==> config.mk <==
export PLATFORM = sky130hd
export DESIGN_NAME = rxring_writer
export DESIGN_NICKNAME = d
export VERILOG_FILES = /design/src/rtl/rxr_pkg.sv /design/src/rtl/rxr_space_chk.sv /design/src/rtl/rxr_link_calc.sv /design/src/rtl/rxr_addr_step.sv /design/src/rtl/rxring_writer.sv
export SDC_FILE = /design/constraint.sdc
export NUM_CORES = 1
export LEC_CHECK = 0
export BUFFER_PORTS_ARGS = -buffer_cell sky130_fd_sc_hd__buf_2
export CAP_MARGIN = 20
export CORE_MARGIN = 2
export CORE_UTILIZATION = 53
export CTS_CLUSTER_DIAMETER = 60
export DETAILED_ROUTE_END_ITERATION = 10
export HOLD_SLACK_MARGIN = 0.12
export PLACE_DENSITY_LB_ADDON = 0.1
export SKIP_CTS_REPAIR_TIMING = 1
export SLEW_MARGIN = 20
export SYNTH_ARGS = -nofsm -noshare
export SYNTH_HDL_FRONTEND = slang
export SYNTH_SLANG_ARGS = --single-unit
export TNS_END_PERCENT = 20
==> constraint.sdc <==
create_clock -name clk -period 5.04 [get_ports clk]
set_clock_uncertainty 0.1 [all_clocks]
set_input_delay 0.252 -clock clk [delete_from_list [all_inputs] [get_ports clk]]
set_output_delay 0.252 -clock clk [all_outputs]
set_load 0.02 [all_outputs]
==> src/rtl/rxr_pkg.sv <==
package rxr_pkg;
   typedef enum logic [1:0] {
      RS_IDLE = 2'd0,
      RS_DATA = 2'd1,
      RS_DROP = 2'd2,
      RS_HDR  = 2'd3
   } rxr_state_e;

   localparam int          HDR_BYTES  = 4;
   localparam int          CRC_BYTES  = 4;
   localparam logic [7:0]  RXST_OK    = 8'h01;
   localparam logic [7:0]  RXST_GROUP = 8'h20;
endpackage

==> src/rtl/rxr_space_chk.sv <==
module rxr_space_chk #(
   parameter int PAGE_W    = 8,
   parameter int OFF_W     = 8,
   parameter int MAX_FRAME = 1514
) (
   input  logic [PAGE_W-1:0] start_pg,
   input  logic [PAGE_W-1:0] stop_pg,
   input  logic [PAGE_W-1:0] cur_pg,
   input  logic [PAGE_W-1:0] bnd_pg,
   output logic              full
);
   import rxr_pkg::*;

   localparam int SW = PAGE_W + OFF_W + 2;

   logic signed [SW-1:0] sta_s, sto_s, cur_s, bnd_s;
   logic signed [SW-1:0] avail_pg, avail_b, need_b;

   always_comb begin
      sta_s = $signed(SW'(start_pg));
      sto_s = $signed(SW'(stop_pg));
      cur_s = $signed(SW'(cur_pg));
      bnd_s = $signed(SW'(bnd_pg));
      need_b = $signed(SW'(MAX_FRAME + HDR_BYTES));
      if (cur_s < bnd_s) begin
         avail_pg = bnd_s - cur_s;
      end else begin
         avail_pg = (sto_s - sta_s) - (cur_s - bnd_s);
      end
      avail_b = avail_pg <<< OFF_W;
      full    = (sto_s <= sta_s) || (avail_b < need_b);
   end
endmodule

==> src/rtl/rxr_link_calc.sv <==
module rxr_link_calc #(
   parameter int PAGE_W = 8,
   parameter int OFF_W  = 8,
   parameter int CNT_W  = 16
) (
   input  logic [PAGE_W-1:0] base_pg,
   input  logic [PAGE_W-1:0] start_pg,
   input  logic [PAGE_W-1:0] stop_pg,
   input  logic [CNT_W-1:0]  frame_len,
   output logic [CNT_W-1:0]  total_len,
   output logic [PAGE_W-1:0] next_pg
);
   import rxr_pkg::*;

   localparam int LW         = CNT_W + 2;
   localparam int NW         = PAGE_W + LW + 1;
   localparam int PAGE_BYTES = 1 << OFF_W;

   logic [LW-1:0] span;
   logic [LW-1:0] pages;
   logic [NW-1:0] nxt;

   always_comb begin
      total_len = frame_len + CNT_W'(HDR_BYTES);
      span  = LW'(frame_len) + LW'(HDR_BYTES + CRC_BYTES) + LW'(PAGE_BYTES - 1);
      pages = span >> OFF_W;
      nxt   = NW'(base_pg) + NW'(pages);
      if (nxt >= NW'(stop_pg)) begin
         nxt = nxt - (NW'(stop_pg) - NW'(start_pg));
      end
      next_pg = nxt[PAGE_W-1:0];
   end
endmodule

==> src/rtl/rxr_addr_step.sv <==
module rxr_addr_step #(
   parameter int PAGE_W = 8,
   parameter int OFF_W  = 8
) (
   input  logic [PAGE_W+OFF_W-1:0] addr,
   input  logic [PAGE_W-1:0]       start_pg,
   input  logic [PAGE_W-1:0]       stop_pg,
   output logic [PAGE_W+OFF_W-1:0] addr_next
);
   localparam int AW = PAGE_W + OFF_W;

   logic [AW-1:0] inc;

   always_comb begin
      inc = addr + AW'(1);
      if (inc == {stop_pg, {OFF_W{1'b0}}}) begin
         addr_next = {start_pg, {OFF_W{1'b0}}};
      end else begin
         addr_next = inc;
      end
   end
endmodule

==> src/rtl/rxring_writer.sv <==
module rxring_writer #(
   parameter int               PAGE_W     = 8,
   parameter int               OFF_W      = 8,
   parameter int               CNT_W      = 16,
   parameter int               MAX_FRAME  = 1514,
   parameter logic [PAGE_W-1:0] MEM_END_PG = 8'hC0
) (
   input  logic                    clk,
   input  logic                    rst_n,
   input  logic                    cmd_stop,
   input  logic [PAGE_W-1:0]       start_pg,
   input  logic [PAGE_W-1:0]       stop_pg,
   input  logic [PAGE_W-1:0]       bnd_pg,
   input  logic                    cur_ld,
   input  logic [PAGE_W-1:0]       cur_ld_val,
   input  logic                    in_valid,
   input  logic                    in_sof,
   input  logic                    in_eof,
   input  logic [7:0]              in_data,
   input  logic                    rx_irq_clr,
   output logic                    mem_we,
   output logic [PAGE_W+OFF_W-1:0] mem_addr,
   output logic [7:0]              mem_wdata,
   output logic [PAGE_W-1:0]       cur_pg,
   output logic                    rx_irq,
   output logic [7:0]              rx_status
);
   import rxr_pkg::*;

   localparam int AW   = PAGE_W + OFF_W;
   localparam int HC_W = $clog2(HDR_BYTES);
   localparam logic [HC_W-1:0] HC_LAST = HC_W'(HDR_BYTES - 1);

   generate
      if (OFF_W < 3) begin : g_bad_off
         $error("OFF_W must allow a header inside one page");
      end
      if (CNT_W <= OFF_W) begin : g_bad_cnt
         $error("CNT_W must exceed OFF_W");
      end
      if (PAGE_W + OFF_W + 1 <= $clog2(MAX_FRAME + HDR_BYTES)) begin : g_bad_max
         $error("MAX_FRAME does not fit the space arithmetic");
      end
      if (HDR_BYTES != 4) begin : g_bad_hdr
         $error("header layout assumes four bytes");
      end
   endgenerate

   rxr_state_e        st_q;
   logic [PAGE_W-1:0] base_q;
   logic [AW-1:0]     waddr_q;
   logic [CNT_W-1:0]  len_q;
   logic [7:0]        stat_q;
   logic [HC_W-1:0]   hcnt_q;
   logic [PAGE_W-1:0] cur_q;
   logic              irq_q;
   logic [7:0]        rsr_q;
   logic              we_q;
   logic [AW-1:0]     addr_q;
   logic [7:0]        wdata_q;

   logic              full;
   logic              sof_beat;
   logic              accept;
   logic              hdr_done;
   logic [PAGE_W-1:0] base_now;
   logic [AW-1:0]     first_addr;
   logic [AW-1:0]     step_in;
   logic [AW-1:0]     step_out;
   logic [CNT_W-1:0]  total_len;
   logic [PAGE_W-1:0] link_pg;
   logic [7:0]        hdr_byte;

   rxr_space_chk #(
      .PAGE_W   (PAGE_W),
      .OFF_W    (OFF_W),
      .MAX_FRAME(MAX_FRAME)
   ) i_space (
      .start_pg(start_pg),
      .stop_pg (stop_pg),
      .cur_pg  (cur_q),
      .bnd_pg  (bnd_pg),
      .full    (full)
   );

   rxr_link_calc #(
      .PAGE_W(PAGE_W),
      .OFF_W (OFF_W),
      .CNT_W (CNT_W)
   ) i_link (
      .base_pg  (base_q),
      .start_pg (start_pg),
      .stop_pg  (stop_pg),
      .frame_len(len_q),
      .total_len(total_len),
      .next_pg  (link_pg)
   );

   rxr_addr_step #(
      .PAGE_W(PAGE_W),
      .OFF_W (OFF_W)
   ) i_step (
      .addr     (step_in),
      .start_pg (start_pg),
      .stop_pg  (stop_pg),
      .addr_next(step_out)
   );

   always_comb begin
      sof_beat   = in_valid && in_sof && (st_q == RS_IDLE);
      accept     = sof_beat && !cmd_stop && !full;
      hdr_done   = (st_q == RS_HDR) && (hcnt_q == HC_LAST);
      base_now   = (cur_q >= MEM_END_PG) ? start_pg : cur_q;
      first_addr = {base_now, OFF_W'(HDR_BYTES)};
      step_in    = (st_q == RS_IDLE) ? first_addr : waddr_q;
      case (hcnt_q)
         2'd0:    hdr_byte = stat_q;
         2'd1:    hdr_byte = 8'(link_pg);
         2'd2:    hdr_byte = total_len[7:0];
         default: hdr_byte = total_len[15:8];
      endcase
   end

   always_ff @(posedge clk or negedge rst_n) begin
      if (!rst_n) begin
         st_q    <= RS_IDLE;
         base_q  <= '0;
         waddr_q <= '0;
         len_q   <= '0;
         stat_q  <= '0;
         hcnt_q  <= '0;
         we_q    <= 1'b0;
         addr_q  <= '0;
         wdata_q <= '0;
      end else begin
         we_q <= 1'b0;
         case (st_q)
            RS_IDLE: begin
               if (accept) begin
                  base_q  <= base_now;
                  we_q    <= 1'b1;
                  addr_q  <= first_addr;
                  wdata_q <= in_data;
                  waddr_q <= step_out;
                  len_q   <= CNT_W'(1);
                  stat_q  <= RXST_OK | (in_data[0] ? RXST_GROUP : 8'h00);
                  hcnt_q  <= '0;
                  st_q    <= in_eof ? RS_HDR : RS_DATA;
               end else if (sof_beat) begin
                  st_q <= in_eof ? RS_IDLE : RS_DROP;
               end
            end
            RS_DATA: begin
               if (in_valid) begin
                  we_q    <= 1'b1;
                  addr_q  <= waddr_q;
                  wdata_q <= in_data;
                  waddr_q <= step_out;
                  len_q   <= len_q + CNT_W'(1);
                  if (in_eof) begin
                     st_q <= RS_HDR;
                  end
               end
            end
            RS_DROP: begin
               if (in_valid && in_eof) begin
                  st_q <= RS_IDLE;
               end
            end
            default: begin
               we_q    <= 1'b1;
               addr_q  <= {base_q, OFF_W'(hcnt_q)};
               wdata_q <= hdr_byte;
               hcnt_q  <= hcnt_q + HC_W'(1);
               if (hdr_done) begin
                  st_q <= RS_IDLE;
               end
            end
         endcase
      end
   end

   always_ff @(posedge clk or negedge rst_n) begin
      if (!rst_n) begin
         cur_q <= '0;
         irq_q <= 1'b0;
         rsr_q <= '0;
      end else begin
         if (hdr_done) begin
            cur_q <= link_pg;
            rsr_q <= stat_q;
         end else if (cur_ld && (cur_ld_val < MEM_END_PG)) begin
            cur_q <= cur_ld_val;
         end
         if (hdr_done) begin
            irq_q <= 1'b1;
         end else if (rx_irq_clr) begin
            irq_q <= 1'b0;
         end
      end
   end

   assign mem_we    = we_q;
   assign mem_addr  = addr_q;
   assign mem_wdata = wdata_q;
   assign cur_pg    = cur_q;
   assign rx_irq    = irq_q;
   assign rx_status = rsr_q;

   // the source leaves room for the header beats between frames
   hdr_gap_chk: assert property (@(posedge clk) disable iff (!rst_n)
      (st_q == RS_HDR) |-> !in_valid);


   drop_no_write_chk: assert property (@(posedge clk) disable iff (!rst_n)
      (st_q == RS_DROP) |-> !mem_we);


   load_guard_chk: assert property (@(posedge clk) disable iff (!rst_n)
      (cur_ld && (cur_ld_val >= MEM_END_PG) && !hdr_done) |=> $stable(cur_pg));


   irq_source_chk: assert property (@(posedge clk) disable iff (!rst_n)
      $rose(rx_irq) |-> ($past(st_q) == RS_HDR));


   data_seq_chk: assert property (@(posedge clk) disable iff (!rst_n)
      (mem_we && $past(mem_we) && (st_q == RS_DATA) && ($past(st_q) == RS_DATA))
      |-> ((mem_addr == $past(mem_addr) + AW'(1)) ||
           (mem_addr == {start_pg, {OFF_W{1'b0}}})));


   status_ok_chk: assert property (@(posedge clk) disable iff (!rst_n)
      rx_irq |-> rx_status[0]);
endmodule

==> flow_summary_export.csv, run 1 <==
group,metric,value,unit
clock_network,clock-root-buffer,"clkbuf_16",
layout,area.growth.synth_to_final,19.7,%
synth,ys_ff_latch,82,
sta,timing.final.crit_period,5.08,ns
routing,first_drt_iteration_drcs,641,
setup_path,critical-path-slowest-cell,"dfrtp_1",
synth,synth_async_sr_flop_share,100,%
clock_network,tritoncts,"built",
placed_design,gpl.final_weighted_congestion,0.923,
run_status,status,"finished with violations",
layout,antenna_cells_inserted,0,
clock_network,cts-buffers-inserted,9,
setup_path,worstSetupStartpointType,"flip-flop",
pwr,p_seq_share,19.8,%
die,floorplan.initialDensity,53.8,%
pwr,share_clk_of_total_power,12.7,%
sta,finalHoldViolations,0,
layout,fillers,1407,
synth,synth.yosys.warnings,0,
clock_network,clock_insertion_delay_worst_skew,0.36,ns
pwr,internal_power,2.95,mW
setup_path,crit_path_max_incr_delay,0.43,ns
die,fp.dieH,130,µm
routing,detail-route-antenna-nets,0,
die,floorplan.die.width,130,µm
global_route,grtUsageTotal,30.7,%
layout,post_route_cells_drive_above_1_share,23.4,%
routing,wire_per_inst,19.1,µm
min_path,hp-class,"in2reg",
sta,count_of_pins_over_their_slew_limit,0,
clock_network,cts-root-to-sink-buffers,2,
setup_path,critical_path_fanout_max,8,
setup_path,critPathRequiredTime,5.16,ns
synth,postSynthCellCount,1014,
synth,postSynth.topFlopCell,"dfrtp_1",
pwr,power.share.switching,47.2,%
clock_network,clock_sinks,82,
layout,finish.net_count,1273,
placed_design,dpl.hpwl,20.0,mm
setup_path,timing.critical_path.mode_cell,"buf_4",
setup_path,worst-endpoint-arrival,5.20,ns
synth,synth_area,8450,µm²
sta,worstMarginPinSlew,0.856,ns
clock_network,cts_max_level,3,
pwr,power_frac_comb,67.5,%
routing,routed-via-count,8091,
sta,fin_setup_tns,-0.0447,ns
sta,setup_repair_after_global_routing_missed_its_margin,"yes",
sta,setup_ws,-0.0386,ns
sta,max-slew-margin-rel,42.9,%
run,cap_viol_max_count,0,
sta,timing.fmax,197,MHz
pwr,p_leak,4.72,nW
routing,via_per_inst,5.95,
routing,first_pass_iters,5,
clock_network,worst_setup_hold_path_clk_slew,0.07,ns
die,design.die.area,17000,µm²
global_route,antenna_found_initial,0,
synth,number_of_enable_type_register_cells_in_the_synthesized_netlist,0,
die,fp-row-count,46,
global_route,grt_pass1_vias,7512,
die,num_io_pins,90,
sta,finalSetupViolCount,2,
setup_path,worst-setup-path-type,"reg2reg",
pwr,powerDensity,553,nW/µm²
global_route,gr-total-overflow,0,
setup_path,ordered_cell_list_for_the_critical_path,"and4_1 -> nand2_1 -> xnor2_1 -> o21ai_1 -> buf_4 -> xor2_1 -> buf_4 -> ha_1 -> a211oi_2 -> o21bai_1 -> a21oi_2 -> xnor2_2 -> ha_1 -> a211oi_1 -> o21ai_0 -> a2111oi_2 -> buf_4 -> nand3_4 -> mux2_4 -> a221oi_4 -> a2111oi_2",
pwr,p_total,5.59,mW
run_status,failed_checks,"negative setup slack",
synth,yosysSeqAreaShare,24.3,%
routing,finalWirelength,26.0,mm
setup_path,crit_path_end_kind,"flip-flop",
global_route,maximum_number_of_pins_on_one_net_before_global_route_repair,59,
global_route,grt_first_pass_wirelength,39.7,mm
sta,fin_crit_sh,101,%
synth,post_synth.cell_area_avg,8.34,µm²
placed_design,numPortBuffers,83,
routing,drcViolationCount,0,
pwr,worst_ir_drop_vdd,289,µV
pwr,net-switching-power,2.64,mW
synth,yosysUniqueCellTypes,82,
die,design.core.area,15700,µm²
power groups by stage:
stage | clock network [mW] | logic, mW | registers (mW)
floorplan | 0 | 2.27 | 1.12
global placement | 0 | 3.45 | 1.11
detailed placement | 0 | 3.48 | 1.11
CTS | 0.727 | 3.50 | 1.10
global route | 0.751 | 4.12 | 1.13
finish | 0.712 | 3.77 | 1.11
metal layers:
layer  vias up  global-route usage, %  part of all wire, %  wire length (µm)
met1      3863                   41.8                   44             11400
met2       301                   48.8                   46             12000
met5         -                      0                    0                 0
met4         0                   12.3                  3.6               935
met3        58                   4.96                  6.5              1700
li1       3869                      -                    -                 -
cell usage in the layout, fill, tap and decap left out, drive strengths merged, types with 7 or more instances in the layout:
master,count
and2,12
dfrtp,82
fa,12
nor2,81
a21oi,68
mux2,8
ha,75
o211ai,14
nor2b,12
dlygate4sd3,7
xnor2,51
o31ai,8
a21o,15
nand3b,8
o21bai,8
nand2,83
a31oi,11
a211oi,8
a221oi,11
buf,166
clkbuf,10
nor3,15
or4,10
or3,7
inv,73
and3,10
mux2i,26
xor2,27
nand3,38
nand4,14
a22oi,7
o21ai,67
critical path, delay by kind of cell (launching register included):
kind	cells	cell delay, ns
DFF	1	0.43
muxes	1	0.38
AOI/OAI and AO/OA	9	1.87
xor gates and xnor gates	3	0.51
buffers and inverters	3	0.50
and+or+nand+nor	3	0.57
adders and majority gates	2	0.58
cells in the mapped netlist, types with 8 or more instances:
cell type	n	area [µm²]
nor3_1	13	65.1
xor2_1	27	236
ha_1	75	938
o21bai_1	8	60.1
mux2i_1	26	260
nor2_1	81	304
or4_1	9	67.6
buf_2	27	135
o211ai_1	14	105
inv_1	71	267
dfrtp_1	82	2050
nand3_1	37	185
xnor2_1	50	438
a211oi_1	8	60.1
and2_1	12	75.1
mux2_2	8	90.1
fa_1	12	240
clkbuf_1	21	78.8
a21oi_1	68	340
and3_1	10	62.6
a221oi_1	11	96.3
nor2b_1	12	75.1
a31oi_1	9	56.3
o21ai_0	60	300
buf_4	8	60.1
nand3b_1	8	60.1
nand2_1	83	312
a21o_1	15	113
nand4_1	13	81.3
final timing paths:
kind	start	endpoint	slack (ns)	cells past startpoint
worst max register to register	len_q[5]	mem_wdata[7]	-0.04	21
worst max-delay path	len_q[5]	mem_wdata[7]	-0.04	21
worst min register to register	mem_addr[2]	mem_addr[2]	0.38	2
min in group asynchronous	rst_n	len_q[13]	0.24	2
max in group asynchronous	rst_n	mem_addr[10]	3.49	3
worst min-delay path	cur_ld_val[3]	cur_pg[3]	0.10	3
sequential cells by signal (all words and copies together), names as in the netlist:
register,count
base_q,8
cur_pg,8
hcnt_q,2
len_q,16
mem_addr,16
mem_wdata,8
mem_we,1
rx_irq,1
rx_status,2
st_q,2
stat_q,2
waddr_q,16
cells by family (layout without fill, tap and decap cells):
group	after synthesis	count (layout)	synth area share, %
and+or+nand+nor	323	323	19.9
AOI/OAI and AO/OA	272	272	22.0
buffers and inverters	136	260	7.24
adders and majority gates	87	87	13.9
DFF	82	82	24.3
xor gates and xnor gates	79	79	8.44
muxes	34	34	4.14
other	1	6	0.0444
final cells by class:
| cell class | count | area, µm² | share of cell area (%) |
|---|---|---|---|
| Tap cell | 216 | 270 | 2.67 |
| Inverter | 71 | 267 | 2.63 |
| Sequential cell | 82 | 2050 | 20.3 |
| Clock inverter | 6 | 72.6 | 0.717 |
| Clock buffer | 10 | 239 | 2.36 |
| Multi-Input combinational cell | 801 | 6070 | 60.0 |
| Timing Repair Buffer | 173 | 1140 | 11.3 |
through the flow:
stage / utilization [%] / cell area [µm²] / worst slack, ns / hold slack (ns) / std cells
after floorplan: - / 8470 / 0.0776 / -0.144 / 1019
after global placement: 60.2 / 9450 / -0.0151 / 0.0851 / 1334
after detailed placement: 60.2 / 9450 / -0.168 / 0.0871 / 1334
after CTS: 62.2 / 9770 / -0.198 / -0.298 / 1350
after global routing: 64.4 / 10100 / -0.353 / 0.125 / 1359
final: 64.4 / 10100 / -0.0386 / 0.103 / 1359
(Power assumes the default switching activity.)
==> inputs of run 2 (changes only) <==
--- a/config.mk
+++ b/config.mk
@@ -14,6 +14,7 @@
 export HOLD_SLACK_MARGIN = 0.12
 export PLACE_DENSITY_LB_ADDON = 0.1
 export SKIP_CTS_REPAIR_TIMING = 1
+export SKIP_LAST_GASP = 1
 export SLEW_MARGIN = 20
 export SYNTH_ARGS = -nofsm -noshare
 export SYNTH_HDL_FRONTEND = slang
==> run 2 against run 1 <==
  * The flow still finishes with violations (negative setup slack)
  * Sequential power about the same
  * Register-to-register slack better by 0.03 ns
  * Critical path depth unchanged
  * Non-clock buffer count unchanged
  * Final cell count unchanged
  * Flip-flop and latch count unchanged
  * Via count down 0.32%
  * Global-route usage unchanged
  * Setup slack better by 0.032 ns
==> flow_summary_export.csv, run 2 (same netlist as run 1, synthesis figures left out) <==
group,metric,value,unit
run_status,status,"finished with violations",
run_status,failed_checks,"negative setup slack",
sta,setup_repair_after_global_routing_missed_its_margin,"yes",
sta,count_of_pins_over_their_slew_limit,0,
clock_network,clock-root-buffer,"clkbuf_16",
layout,finish.cell_count_without_fillers,1359,
layout,final_core_utilization,64.3,%
global_route,grtUsageTotal,30.7,%
layout,fillers,1411,
die,num_io_pins,90,
pwr,net-switching-power,2.64,mW
setup_path,critical-path-slowest-cell,"dfrtp_1",
die,design.core.area,15700,µm²
run,cap_viol_max_count,0,
clock_network,clock_sinks,82,
die,floorplan.initialDensity,53.8,%
clock_network,cts_max_level,3,
routing,via_per_inst,5.93,
pwr,powerDensity,553,nW/µm²
clock_network,worst_setup_hold_path_clk_slew,0.07,ns
global_route,gr-total-overflow,0,
placed_design,placed_area,9450,µm²
layout,mostFrequentLayoutCell,"nand2_1",
global_route,antenna_found_initial,0,
sta,finalHoldViolations,0,
placed_design,dpl.cell_count,1334,
clock_network,tritoncts,"built",
pwr,internal_power,2.95,mW
die,fp-row-count,46,
global_route,maximum_number_of_pins_on_one_net_before_global_route_repair,59,
routing,detail-route-antenna-nets,0,
die,fp.dieH,130,µm
setup_path,ordered_cell_list_for_the_critical_path,"and4_1 -> nand2_1 -> xnor2_1 -> o21ai_1 -> buf_4 -> xor2_1 -> buf_4 -> ha_1 -> a211oi_2 -> o21bai_1 -> a21oi_2 -> xnor2_2 -> ha_1 -> a211oi_1 -> o21ai_0 -> a2111oi_2 -> buf_4 -> nand3_4 -> mux2_4 -> a221oi_4 -> a2111oi_2",
setup_path,crit_path_end_kind,"flip-flop",
sta,worstMarginPinSlew,0.811,ns
routing,first_pass_iters,6,
layout,antenna_cells_inserted,0,
routing,drcViolationCount,0,
placed_design,numPortBuffers,83,
sta,finalSetupViolCount,1,
setup_path,worst-endpoint-arrival,5.16,ns
placed_design,place_worst_setup_slack,-0.168,ns
layout,area.growth.synth_to_final,19.5,%
setup_path,timing.critical_path.mode_cell,"buf_4",
sta,fin_crit_sh,100,%
pwr,p_leak,4.71,nW
pwr,worst_ir_drop_vdd,289,µV
setup_path,worstSetupStartpointType,"flip-flop",
setup_path,crit_path_max_incr_delay,0.43,ns
sta,fin_setup_tns,-0.00707,ns
sta,max-slew-margin-rel,45.9,%
setup_path,critPathRequiredTime,5.16,ns
routing,first_drt_iteration_drcs,603,
setup_path,worst-setup-path-type,"reg2reg",
clock_network,clock_insertion_delay_worst_skew,0.36,ns
setup_path,critical_path_fanout_max,8,
routing,finalWirelength,25.9,mm
pwr,p_seq_share,19.8,%
global_route,grt_pass1_vias,7512,
placed_design,gpl.final_weighted_congestion,0.923,
routing,wire_per_inst,19.1,µm
layout,post_route_cells_drive_above_1_share,23.3,%
min_path,hp-class,"in2reg",
sta,setup_ws,-0.00707,ns
pwr,share_clk_of_total_power,12.8,%
pwr,power_frac_comb,67.4,%
global_route,grt_first_pass_wirelength,39.7,mm
placed_design,dpl.hpwl,20.0,mm
layout,fin_area,10100,µm²
routing,routed-via-count,8065,
layout,finish.net_count,1273,
sta,timing.fmax,198,MHz
layout,most-common-layout-cells,"nand2_1, buf_2, nor2_1, dfrtp_1, buf_4",
die,floorplan.die.width,130,µm
die,design.die.area,17000,µm²
clock_network,cts-root-to-sink-buffers,2,
clock_network,cts-buffers-inserted,9,
pwr,power.share.switching,47.2,%
sta,timing.final.crit_period,5.05,ns
## run 2: layout make-up
| class | count | area (µm²) | area share, % |
|---|---|---|---|
| tap | 216 | 270 | 2.67 |
| clock inverter | 6 | 72.6 | 0.718 |
| sequential | 82 | 2050 | 20.3 |
| inverter | 71 | 267 | 2.64 |
| clock buffer | 10 | 239 | 2.37 |
| timing repair buffer | 173 | 1140 | 11.3 |
| multi-input combinational | 801 | 6060 | 60.0 |
## run 2: path summary, 6_finish.rpt
path / startpoint / endpoint / slack, ns / cells past startpoint
setup / recovery: len_q[5] / mem_wdata[7] / -0.007 / 21
hold / removal: cur_ld_val[3] / cur_pg[3] / 0.10 / 3
setup reg to reg: len_q[5] / mem_wdata[7] / -0.007 / 21
hold reg to reg: mem_addr[2] / mem_addr[2] / 0.38 / 2
max in group asynchronous: rst_n / mem_addr[8] / 3.47 / 3
min in group asynchronous: rst_n / len_q[13] / 0.24 / 2
## run 2: metrics by stage
stage	power [mW]	hold WS, ns
detailed placement	4.59	0.0871
finish	5.59	0.103
CTS	5.33	-0.298
global placement	4.56	0.0851
global route	6.00	0.125
floorplan	3.39	-0.144
## run 2: metal layers
metal / vias to the layer above / GRT usage [%] / part of all wire, %
met5: - / 0 / 0
met4: 0 / 12.3 / 3.7
met3: 62 / 4.96 / 5.6
met2: 285 / 48.8 / 46
met1: 3849 / 41.8 / 45
li1: 3869 / - / -
## run 2: power by group through the flow
stage / clock network [mW] / logic [mW] / registers [mW]
2_1_floorplan: 0 / 2.27 / 1.12
3_3_place_gp: 0 / 3.45 / 1.11
3_5_place_dp: 0 / 3.48 / 1.11
4_1_cts: 0.727 / 3.50 / 1.10
5_1_grt: 0.751 / 4.12 / 1.13
6_report: 0.716 / 3.77 / 1.11
## run 2: critical path, delay by kind of cell (launching register included)
family	cells	cell delay [ns]
flip-flops	1	0.43
multiplexers	1	0.38
AND/OR/NAND/NOR	3	0.56
adder cells (fa/ha/maj)	2	0.58
buffers and inverters	3	0.49
AO/OA/AOI/OAI	9	1.86
XOR/XNOR	3	0.49
==> inputs of run 3 (changes only) <==
--- a/config.mk
+++ b/config.mk
@@ -8,11 +8,11 @@
 export BUFFER_PORTS_ARGS = -buffer_cell sky130_fd_sc_hd__buf_2
 export CAP_MARGIN = 20
 export CORE_MARGIN = 2
-export CORE_UTILIZATION = 53
+export CORE_UTILIZATION = 25
 export CTS_CLUSTER_DIAMETER = 60
 export DETAILED_ROUTE_END_ITERATION = 10
 export HOLD_SLACK_MARGIN = 0.12
-export PLACE_DENSITY_LB_ADDON = 0.1
+export PLACE_DENSITY = 0.49
 export SKIP_CTS_REPAIR_TIMING = 1
 export SKIP_LAST_GASP = 1
 export SLEW_MARGIN = 20
==> run 3 against run 2 <==
  * The flow now finishes without violations
  * Worst hold slack got worse by 0.010 ns
  * Setup slack improved by 0.12 ns
  * Power increased by 3.3%
  * Final cell count increased by 18%
  * Global-route usage decreased by 15 points
  * Register-to-register slack improved by 0.12 ns
  * Maximum frequency increased by 2.4%
  * Routed wire length increased by 11%
  * Flip-flop and latch count unchanged
  * Via count decreased by 1.7%
==> flow_summary_export.csv, run 3 (same netlist as run 1, synthesis figures left out) <==
group,metric,value,unit
global_route,maximum_number_of_pins_on_one_net_before_global_route_repair,53,
sta,timing.final.crit_period,4.93,ns
routing,drcViolationCount,0,
pwr,net-switching-power,2.71,mW
sta,timing.fmax,203,MHz
min_path,launch_point_of_the_worst_hold_path,"in_data[0]",
die,num_io_pins,90,
setup_path,crit_path_end_kind,"flip-flop",
pwr,share_clk_of_total_power,12.9,%
routing,via_per_inst,4.96,
sta,fin_setup_tns,0,ns
run_status,status,"completed",
die,design.core.area,33400,µm²
setup_path,reg2reg_setup_slack,0.11,ns
min_path,hp-class,"in2reg",
global_route,gr-total-overflow,0,
die,floorplan.die.width,188,µm
layout,area.growth.synth_to_final,24.9,%
run,cap_viol_max_count,0,
min_path,timing.hold.worst_endpoint,"stat_q[5]",
routing,first_pass_iters,5,
min_path,hold_depth,3,
layout,mostFrequentLayoutCell,"buf_4",
clock_network,clock_sinks,82,
global_route,antenna_found_initial,0,
clock_network,clock_insertion_delay_worst_skew,0.35,ns
layout,most-common-layout-cells,"buf_4, nand2_1, buf_2, nor2_1, dfrtp_1",
setup_path,critical_path_fanout_max,6,
sta,finalHoldViolations,0,
setup_path,worst_reg2reg_path_length_in_cells,21,
clock_network,cts-root-to-sink-buffers,2,
clock_network,worst_setup_hold_path_clk_slew,0.07,ns
setup_path,worstReg2RegEnd,"mem_wdata[7]",
pwr,p_leak,4.79,nW
setup_path,critical-path-slowest-cell,"fa_2",
layout,post_route_cells_drive_above_1_share,25.0,%
die,fp-row-count,67,
pwr,power_frac_comb,67.6,%
routing,finalWirelength,28.9,mm
routing,first_drt_iteration_drcs,460,
layout,finish.net_count,1281,
placed_design,gpl.final_weighted_congestion,0.869,
sta,worstMarginPinSlew,0.843,ns
routing,wire_per_inst,18.0,µm
setup_path,timing.critical_path.mode_cell,"ha_2",
clock_network,clock-root-buffer,"clkbuf_16",
die,floorplan.initialDensity,25.3,%
setup_path,worst-endpoint-arrival,5.05,ns
placed_design,dpl.hpwl,22.8,mm
pwr,p_seq_share,19.5,%
die,fp.dieH,188,µm
global_route,grt_first_pass_wirelength,44.5,mm
clock_network,cts-buffers-inserted,9,
setup_path,worst-setup-path-type,"reg2reg",
sta,count_of_pins_over_their_slew_limit,0,
clock_network,tritoncts,"built",
pwr,power.share.switching,47.0,%
routing,detail-route-antenna-nets,0,
setup_path,regToRegStartpoint,"len_q[3]",
setup_path,worstSetupStartpointType,"flip-flop",
setup_path,critPathRequiredTime,5.16,ns
sta,setup_repair_after_global_routing_missed_its_margin,"yes",
pwr,worst_ir_drop_vdd,201,µV
sta,fin_crit_sh,97.8,%
setup_path,ordered_cell_list_for_the_critical_path,"buf_6 -> ha_2 -> nand2b_1 -> nand4b_1 -> nor2_2 -> xnor2_2 -> ha_2 -> inv_2 -> fa_2 -> inv_1 -> fa_1 -> ha_1 -> a21o_1 -> a21oi_2 -> nor2b_1 -> o21a_1 -> o41ai_2 -> xnor2_1 -> mux2_4 -> a221oi_2 -> a2111oi_2",
global_route,grt_pass1_vias,7688,
routing,routed-via-count,7928,
global_route,grtUsageTotal,16.1,%
clock_network,cts_max_level,3,
pwr,powerDensity,547,nW/µm²
pwr,internal_power,3.06,mW
sta,max-slew-margin-rel,43.6,%
layout,final_core_utilization,31.6,%
placed_design,numPortBuffers,83,
die,design.die.area,35300,µm²
setup_path,crit_path_max_incr_delay,0.54,ns
pwr,p_total,5.77,mW
sta,finalSetupViolCount,0,
run 3: cell count changes in the layout (fill, tap and decap cells not counted), moves of 2 or more:
cell,change
a21oi_1,-2
a21oi_2,+2
buf_4,+7
buf_6,+4
dlygate4sd3_1,-3
ha_1,-2
ha_4,+2
o21ai_0,-5
o21ai_1,+3
run 3: per-stage QoR:
stage	instance area (µm²)	hold slack (ns)	setup slack [ns]	instances
finish	10600	0.0926	0.113	1600
global route	10600	0.123	-0.113	1599
CTS	10100	-0.237	-0.209	1584
detailed placement	9760	0.140	-0.180	1568
global placement	9760	0.147	-0.0818	1568
floorplan	8470	-0.144	0.0776	1019
run 3: per-layer routing:
metal	up-vias	GRT usage, %	part of all wire (%)	wire, µm
met5	-	0	0	0
met4	0	3.09	1.0	295
met3	16	1.76	3.7	1070
met2	161	26.0	46	13200
met1	3881	23.2	50	14300
li1	3870	-	-	-
run 3: layout make-up:
type	instances	area, µm²
repair buffers	181	1210
multi-input cells	801	6140
clock buffers	10	229
well taps	448	561
flip-flops and latches	82	2060
clock inverters	6	90.1
inverters	71	267
fillers	3578	22900
diodes	1	2.50
run 3: how the worst max path moves through the flow:
stage / start / end
floorplan: len_q[3] / mem_wdata[7]
global placement: len_q[3] / mem_wdata[7]
detailed placement: len_q[3] / mem_wdata[7]
CTS: len_q[3] / mem_wdata[7]
global route: len_q[3] / mem_wdata[7]
finish: len_q[3] / mem_wdata[7]
run 3: power groups by stage:
stage / Combinational, mW / Sequential [mW] / Clock [mW]
finish: 3.90 / 1.13 / 0.746
CTS: 3.56 / 1.12 / 0.765
floorplan: 2.27 / 1.12 / 0
global placement: 3.52 / 1.13 / 0
detailed placement: 3.54 / 1.13 / 0
global route: 4.30 / 1.16 / 0.793
run 3: critical path: cells and delay by family, from the launching register on:
family	cells	cell delay, ns
fa+ha+maj	5	1.66
xor+xnor	2	0.26
simple gates	4	0.59
compound gates	6	1.12
buf+inv	3	0.27
flops	1	0.48
mux	1	0.29
